<file path="src/rtl/phy_ctl_regbank_pkg.sv">
package phy_ctl_regbank_pkg;

  typedef enum logic [1:0] {
    SEL_NONE = 2'd0,
    SEL_CFG  = 2'd1,
    SEL_LANE = 2'd2,
    SEL_STS  = 2'd3
  } reg_sel_e;

  // Resulting stored word after a half-word masked write.
  function automatic logic [15:0] masked_merge(input logic [15:0] old_val,
                                               input logic [15:0] new_val,
                                               input logic [15:0] en);
    masked_merge = (old_val & ~en) | (new_val & en);
  endfunction

endpackage

</file>
<file path="src/rtl/phy_ctl_addr_decode.sv">
module phy_ctl_addr_decode
  import phy_ctl_regbank_pkg::*;
#(
  parameter int          ADDR_W   = 16,
  parameter logic [15:0] CFG_OFS  = 16'he220,
  parameter logic [15:0] LANE_OFS = 16'he214,
  parameter logic [15:0] STS_OFS  = 16'he2a4
) (
  input  logic [ADDR_W-1:0] addr,
  input  logic              we,
  output reg_sel_e          sel,
  output logic              cfg_wr_sel,
  output logic              lane_wr_sel
);

  localparam logic [ADDR_W-1:0] CfgA  = ADDR_W'(CFG_OFS);
  localparam logic [ADDR_W-1:0] LaneA = ADDR_W'(LANE_OFS);
  localparam logic [ADDR_W-1:0] StsA  = ADDR_W'(STS_OFS);

  always_comb begin
    sel = SEL_NONE;
    if (addr == CfgA)       sel = SEL_CFG;
    else if (addr == LaneA) sel = SEL_LANE;
    else if (addr == StsA)  sel = SEL_STS;
  end

  // The status select never produces a write select.
  assign cfg_wr_sel  = we && (sel == SEL_CFG);
  assign lane_wr_sel = we && (sel == SEL_LANE);

endmodule

</file>
<file path="src/rtl/phy_ctl_masked_reg.sv">
module phy_ctl_masked_reg #(
  parameter int W = 16
) (
  input  logic         clk,
  input  logic         rst_n,
  input  logic         wr_sel,
  input  logic [2*W-1:0] wdata,
  output logic [W-1:0] q
);

  logic [W-1:0] d;
  logic [W-1:0] en_bits;
  logic         clk_en;

  // Next state, one bit at a time.
  for (genvar i = 0; i < W; i++) begin : g_bit
    assign en_bits[i] = wr_sel & wdata[W+i];
    assign d[i]       = en_bits[i] ? wdata[i] : q[i];
  end

  assign clk_en = |en_bits;

  always_ff @(posedge clk or negedge rst_n) begin
    if (!rst_n)      q <= '0;
    else if (clk_en) q <= d;
  end

endmodule

</file>
<file path="src/rtl/phy_ctl_status_sampler.sv">
module phy_ctl_status_sampler #(
  parameter int W        = 16,
  parameter int LOCK_BIT = 9,
  parameter int PEND_BIT = 10
) (
  input  logic         clk,
  input  logic         rst_n,
  input  logic         pll_locked_i,
  input  logic         pll_out_pending_i,
  output logic [W-1:0] q
);

  logic [W-1:0] d;
  logic         clk_en;

  always_comb begin
    d           = '0;
    d[LOCK_BIT] = pll_locked_i;
    d[PEND_BIT] = pll_out_pending_i;
  end

  assign clk_en = 1'b1;

  always_ff @(posedge clk or negedge rst_n) begin
    if (!rst_n)      q <= '0;
    else if (clk_en) q <= d;
  end

endmodule

</file>
<file path="src/rtl/phy_ctl_regbank.sv">
module phy_ctl_regbank
  import phy_ctl_regbank_pkg::*;
#(
  parameter int          ADDR_W   = 16,
  parameter int          REG_W    = 16,
  parameter int          LANES    = 4,
  parameter int          LANE_LSB = 3,
  parameter logic [15:0] CFG_OFS  = 16'he220,
  parameter logic [15:0] LANE_OFS = 16'he214,
  parameter logic [15:0] STS_OFS  = 16'he2a4
) (
  input  logic                clk,
  input  logic                rst_n,
  input  logic [ADDR_W-1:0]   bus_addr,
  input  logic [2*REG_W-1:0]  bus_wdata,
  input  logic                bus_we,
  output logic [2*REG_W-1:0]  bus_rdata,
  input  logic                pll_locked_i,
  input  logic                pll_out_pending_i,
  output logic                cfg_wr_o,
  output logic [5:0]          cfg_addr_o,
  output logic [3:0]          cfg_data_o,
  output logic [LANES-1:0]    lane_idle_off_o
);

  localparam int CfgAddrLsb = 1;
  localparam int CfgDataLsb = 7;

  reg_sel_e        sel;
  logic            cfg_wr_sel;
  logic            lane_wr_sel;
  logic [REG_W-1:0] cfg_q;
  logic [REG_W-1:0] lane_q;
  logic [REG_W-1:0] sts_q;
  logic [REG_W-1:0] rd_low;

  phy_ctl_addr_decode #(
    .ADDR_W(ADDR_W), .CFG_OFS(CFG_OFS), .LANE_OFS(LANE_OFS), .STS_OFS(STS_OFS)
  ) i_dec (
    .addr(bus_addr), .we(bus_we), .sel(sel),
    .cfg_wr_sel(cfg_wr_sel), .lane_wr_sel(lane_wr_sel)
  );

  phy_ctl_masked_reg #(.W(REG_W)) i_cfg (
    .clk(clk), .rst_n(rst_n), .wr_sel(cfg_wr_sel), .wdata(bus_wdata), .q(cfg_q)
  );

  phy_ctl_masked_reg #(.W(REG_W)) i_lane (
    .clk(clk), .rst_n(rst_n), .wr_sel(lane_wr_sel), .wdata(bus_wdata), .q(lane_q)
  );

  phy_ctl_status_sampler #(.W(REG_W)) i_sts (
    .clk(clk), .rst_n(rst_n), .pll_locked_i(pll_locked_i),
    .pll_out_pending_i(pll_out_pending_i), .q(sts_q)
  );

  always_comb begin
    case (sel)
      SEL_CFG:  rd_low = cfg_q;
      SEL_LANE: rd_low = lane_q;
      SEL_STS:  rd_low = sts_q;
      default:  rd_low = '0;
    endcase
  end

  assign bus_rdata = {{REG_W{1'b0}}, rd_low};

  assign cfg_wr_o   = cfg_q[0];
  assign cfg_addr_o = cfg_q[CfgAddrLsb +: 6];
  assign cfg_data_o = cfg_q[CfgDataLsb +: 4];

  for (genvar n = 0; n < LANES; n++) begin : g_lane
    assign lane_idle_off_o[n] = lane_q[LANE_LSB+n];
  end

endmodule

</file>
<file path="config.mk">
export PLATFORM = sky130hd
export DESIGN_NAME = phy_ctl_regbank
export DESIGN_NICKNAME = d
export VERILOG_FILES = /design/src/rtl/phy_ctl_regbank_pkg.sv /design/src/rtl/phy_ctl_addr_decode.sv /design/src/rtl/phy_ctl_masked_reg.sv /design/src/rtl/phy_ctl_status_sampler.sv /design/src/rtl/phy_ctl_regbank.sv
export SDC_FILE = /design/constraint.sdc
export NUM_CORES = 1
export LEC_CHECK = 0
export BUFFER_PORTS_ARGS = -buffer_cell sky130_fd_sc_hd__buf_4
export CAP_MARGIN = 20
export CORE_ASPECT_RATIO = 1.25
export CORE_MARGIN = 2
export CORE_UTILIZATION = 46
export CTS_CLUSTER_SIZE = 30
export DETAILED_ROUTE_END_ITERATION = 8
export PLACE_DENSITY = 0.86
export SLEW_MARGIN = 15
export SYNTH_ARGS = -nofsm -noshare
export SYNTH_HDL_FRONTEND = slang
export SYNTH_SLANG_ARGS = --single-unit
</file>
<file path="constraint.sdc">
create_clock -name clk -period 1.66 [get_ports clk]
set_clock_uncertainty 0.15 [all_clocks]
set_input_delay 0.166 -clock clk [delete_from_list [all_inputs] [get_ports clk]]
set_output_delay 0.166 -clock clk [all_outputs]
set_load 0.005 [all_outputs]
</file>
==> out/results.tsv <==
stage	metric	value	unit
pwr	Peak VDD IR	0.000557	V
synthesis	synthesized instance count	200	
synthesis	Yosys warnings	0	
synthesis	Netlist cell types	22	
sta	fin worst setup slack	-0.0229	ns
clock_tree	CTS root buffer	clkbuf_8	
synthesis	Synth Cell Area	2070	µm²
sta	minimum clock period	1.68	ns
worst_setup_path	flop-to-flop setup slack	0.69	ns
run_status	failing checks	negative setup slack	
clock_tree	H-tree depth	2	
global_route	All-Layer GR Usage	21.6	%
floorplan	Die Y	78.9	µm
worst_setup_path	Worst path max stage delay	0.31	ns
worst_setup_path	CP Capture Type	primary output	
finish	utilization after layout	67.8	%
sta	RSZ-0062 raised after global routing	true	
worst_hold_path	Hold Crit Class	in -> reg	
clock_tree	CTS tree	yes	
worst_setup_path	crit path DAT	1.37	ns
global_route	grt total ovfl	0	
clock_tree	clk slew on worst S/H paths	0.06	ns
worst_setup_path	Crit Path Class	in -> out	
route	drt total wl	5.24	mm
pwr	power per cell area	543	nW/µm²
clock_tree	Clock Latency Late Sink	0.28	ns
clock_tree	CTS sink cnt	34	
worst_setup_path	crit path buf inv count	3	
finish	most frequent cells in the layout	89 x buf_4, 34 x dfrtp_1, 32 x nand2_1, 32 x nor2_1, 24 x mux2_2	
sta	Period Utilization, post-route	101	%
sta	Hold Fails Final Rpt	0	
floorplan	row count	27	
route	mean routed wirelength per cell	14.7	µm
finish	layout cells sized above 1	45.5	%
place	IO buf count	83	
sta	Setup violations, final	5	
worst_setup_path	Crit-path slowest cell	nor4_4	
worst_setup_path	Startpoint Class	input port	
route	drt first pass iters	4	
worst_setup_path	reg2reg end	i_cfg.q[9]	
finish	synth-to-layout area growth	43.1	%
route	DR DRC count	0	
worst_hold_path	hold path start	bus_wdata[25]	
floorplan	Die ar.	5050	µm²
worst_setup_path	cell family with most CP delay	simple AND/OR/NAND/NOR gates	
global_route	initial antenna violation count	0	
finish	Layout fillers	346	
floorplan	initial core utilization	47.4	%
worst_hold_path	hold depth	4	
floorplan	IO Pins	100	
run_status	status	complete, but fails checks	
worst_setup_path	crit path cell chain	buf_6 > nor4_4 > nand3_2 > nor2b_4 > buf_6 > a22o_1 > buf_4	
global_route	largest net degree at the start of global routing	35	
job	MaxCap Viol Count	0	
worst_setup_path	Critical Path Most Common Cell	buf_6	
clock_tree	CTS Buffer Depth	2	
global_route	number of global-route vias before repair	1806	
pwr	leakage	1.44	nW
route	Avg Vias per Cell	4.88	
floorplan	core area	4360	µm²
place	post-DP HPWL	3.56	mm
worst_setup_path	Req. time, crit path	1.34	ns
worst_setup_path	reg-to-reg startpoint	i_cfg.q[9]	
floorplan	Die W	63.9	µm
route	Iter 0 DRT Violations	70	
synthesis	Avg Inst Size Synth	10.3	µm²
finish	commonest non-fill, non-tap cell in the layout	buf_4	
sta	count of pins over their slew limit	0	
finish	ant diodes	0	
worst_setup_path	critical path peak fanout	7	
route	via count	1742	
worst_hold_path	WHS Endpoint	i_cfg.q[9]	
synthesis	sequential fraction of the synthesis area	41.2	%
clock_tree	CTS Buf Count	5	
sta	f_max	594	MHz
route	Antenna Violating Nets Remaining	0	
worst_setup_path	worst reg2reg path depth	1	
place	global placer's final weighted congestion	0.859	
finish	Final nets	352	
global_route	first-pass GRT wire length	8.37	mm
sta	Setup TNS Final	-0.0513	ns
synthesis	FF+latch count, synth	34	
[routing by layer]
metal | GRT usage [%] | routed length, µm | part of all wire [%]
met5 | 0 | 0 | 0
met4 | 9.57 | 81 | 1.5
met3 | 4.39 | 336 | 6.4
met2 | 39.1 | 2800 | 54
met1 | 24.3 | 2020 | 39
[synth_stat cells]
cell type | count | area (µm²)
a22o_1 | 14 | 123
a22oi_1 | 2 | 15.0
and3b_1 | 1 | 8.76
and4bb_2 | 3 | 37.5
buf_2 | 1 | 5.00
buf_4 | 33 | 248
buf_6 | 5 | 56.3
conb_1 | 1 | 3.75
dfrtp_1 | 34 | 851
mux2_1 | 8 | 90.1
mux2_2 | 24 | 270
nand2_1 | 32 | 120
nand3_1 | 1 | 5.00
nand4_1 | 1 | 6.26
nand4_4 | 1 | 21.3
nor2_1 | 32 | 120
nor2b_1 | 1 | 6.26
nor2b_2 | 1 | 8.76
nor3b_1 | 1 | 7.51
nor4_4 | 1 | 21.3
nor4b_4 | 1 | 23.8
o2bb2ai_1 | 2 | 17.5
[cell type report]
| class | count | area, µm² | share of cell area, % |
|---|---|---|---|
| flip-flops and latches | 34 | 851 | 28.8 |
| repair buffers | 116 | 957 | 32.4 |
| well taps | 58 | 72.6 | 2.46 |
| clock buffers | 7 | 76.3 | 2.58 |
| multi-input cells | 142 | 998 | 33.8 |
[how the worst max path moves through the flow]
stage           startpoint            to  cells after the start
4_1_cts        bus_addr[6]  bus_rdata[4]                      7
2_1_floorplan  bus_addr[1]   i_cfg.q[11]                      5
6_report       bus_addr[6]  bus_rdata[4]                      7
3_5_place_dp   bus_addr[1]   i_lane.q[5]                      7
3_3_place_gp   bus_addr[1]   i_lane.q[5]                      7
5_1_grt        bus_addr[6]  bus_rdata[4]                      7
[cell families after synthesis]
logic type      share of synthesized area [%]
compound gates                           7.51
flops                                    41.2
mux                                      17.4
other cells                             0.182
buf+inv                                  15.0
simple gates                             18.7
[through the flow]
stage / power [mW] / instance area (µm²) / hold slack (ns) / setup slack [ns] / cells
after floorplan: 0.908 / 2120 / -0.280 / 0.121 / 215
after global placement: 1.01 / 2600 / -0.0121 / -0.0895 / 328
after detailed placement: 1.02 / 2600 / -0.00847 / -0.109 / 328
after CTS: 1.62 / 2940 / 0.106 / -0.00553 / 358
after global routing: 1.68 / 2960 / 0.131 / -0.0817 / 357
final: 1.61 / 2960 / 0.121 / -0.0229 / 357
[sequential cells by signal, summed over array words and instances, names as in the netlist]
register / flops
i_cfg.q: 16
i_lane.q: 16
i_sts.q: 2
[timing repair]
| item | CTS | global route |
|---|---|---|
| hold buffers | 19 | 0 |
| cloned | 1 | 0 |
| gates resized for setup | 11 | 4 |
| endpoints found under the setup margin | 16 | 16 |
| endpoints found under the hold margin | 68 | 0 |
| setup buffers | 3 | 0 |
| pin swaps | 5 | 11 |
[where the power goes]
part	leakage, nW	internal [mW]	switching [mW]
clock network	0.0383	0.288	0.274
logic	0.933	0.127	0.0845
registers	0.471	0.831	0.000716
total	1.44	1.25	0.359
Note: power is estimated with default switching activity, not from simulation.
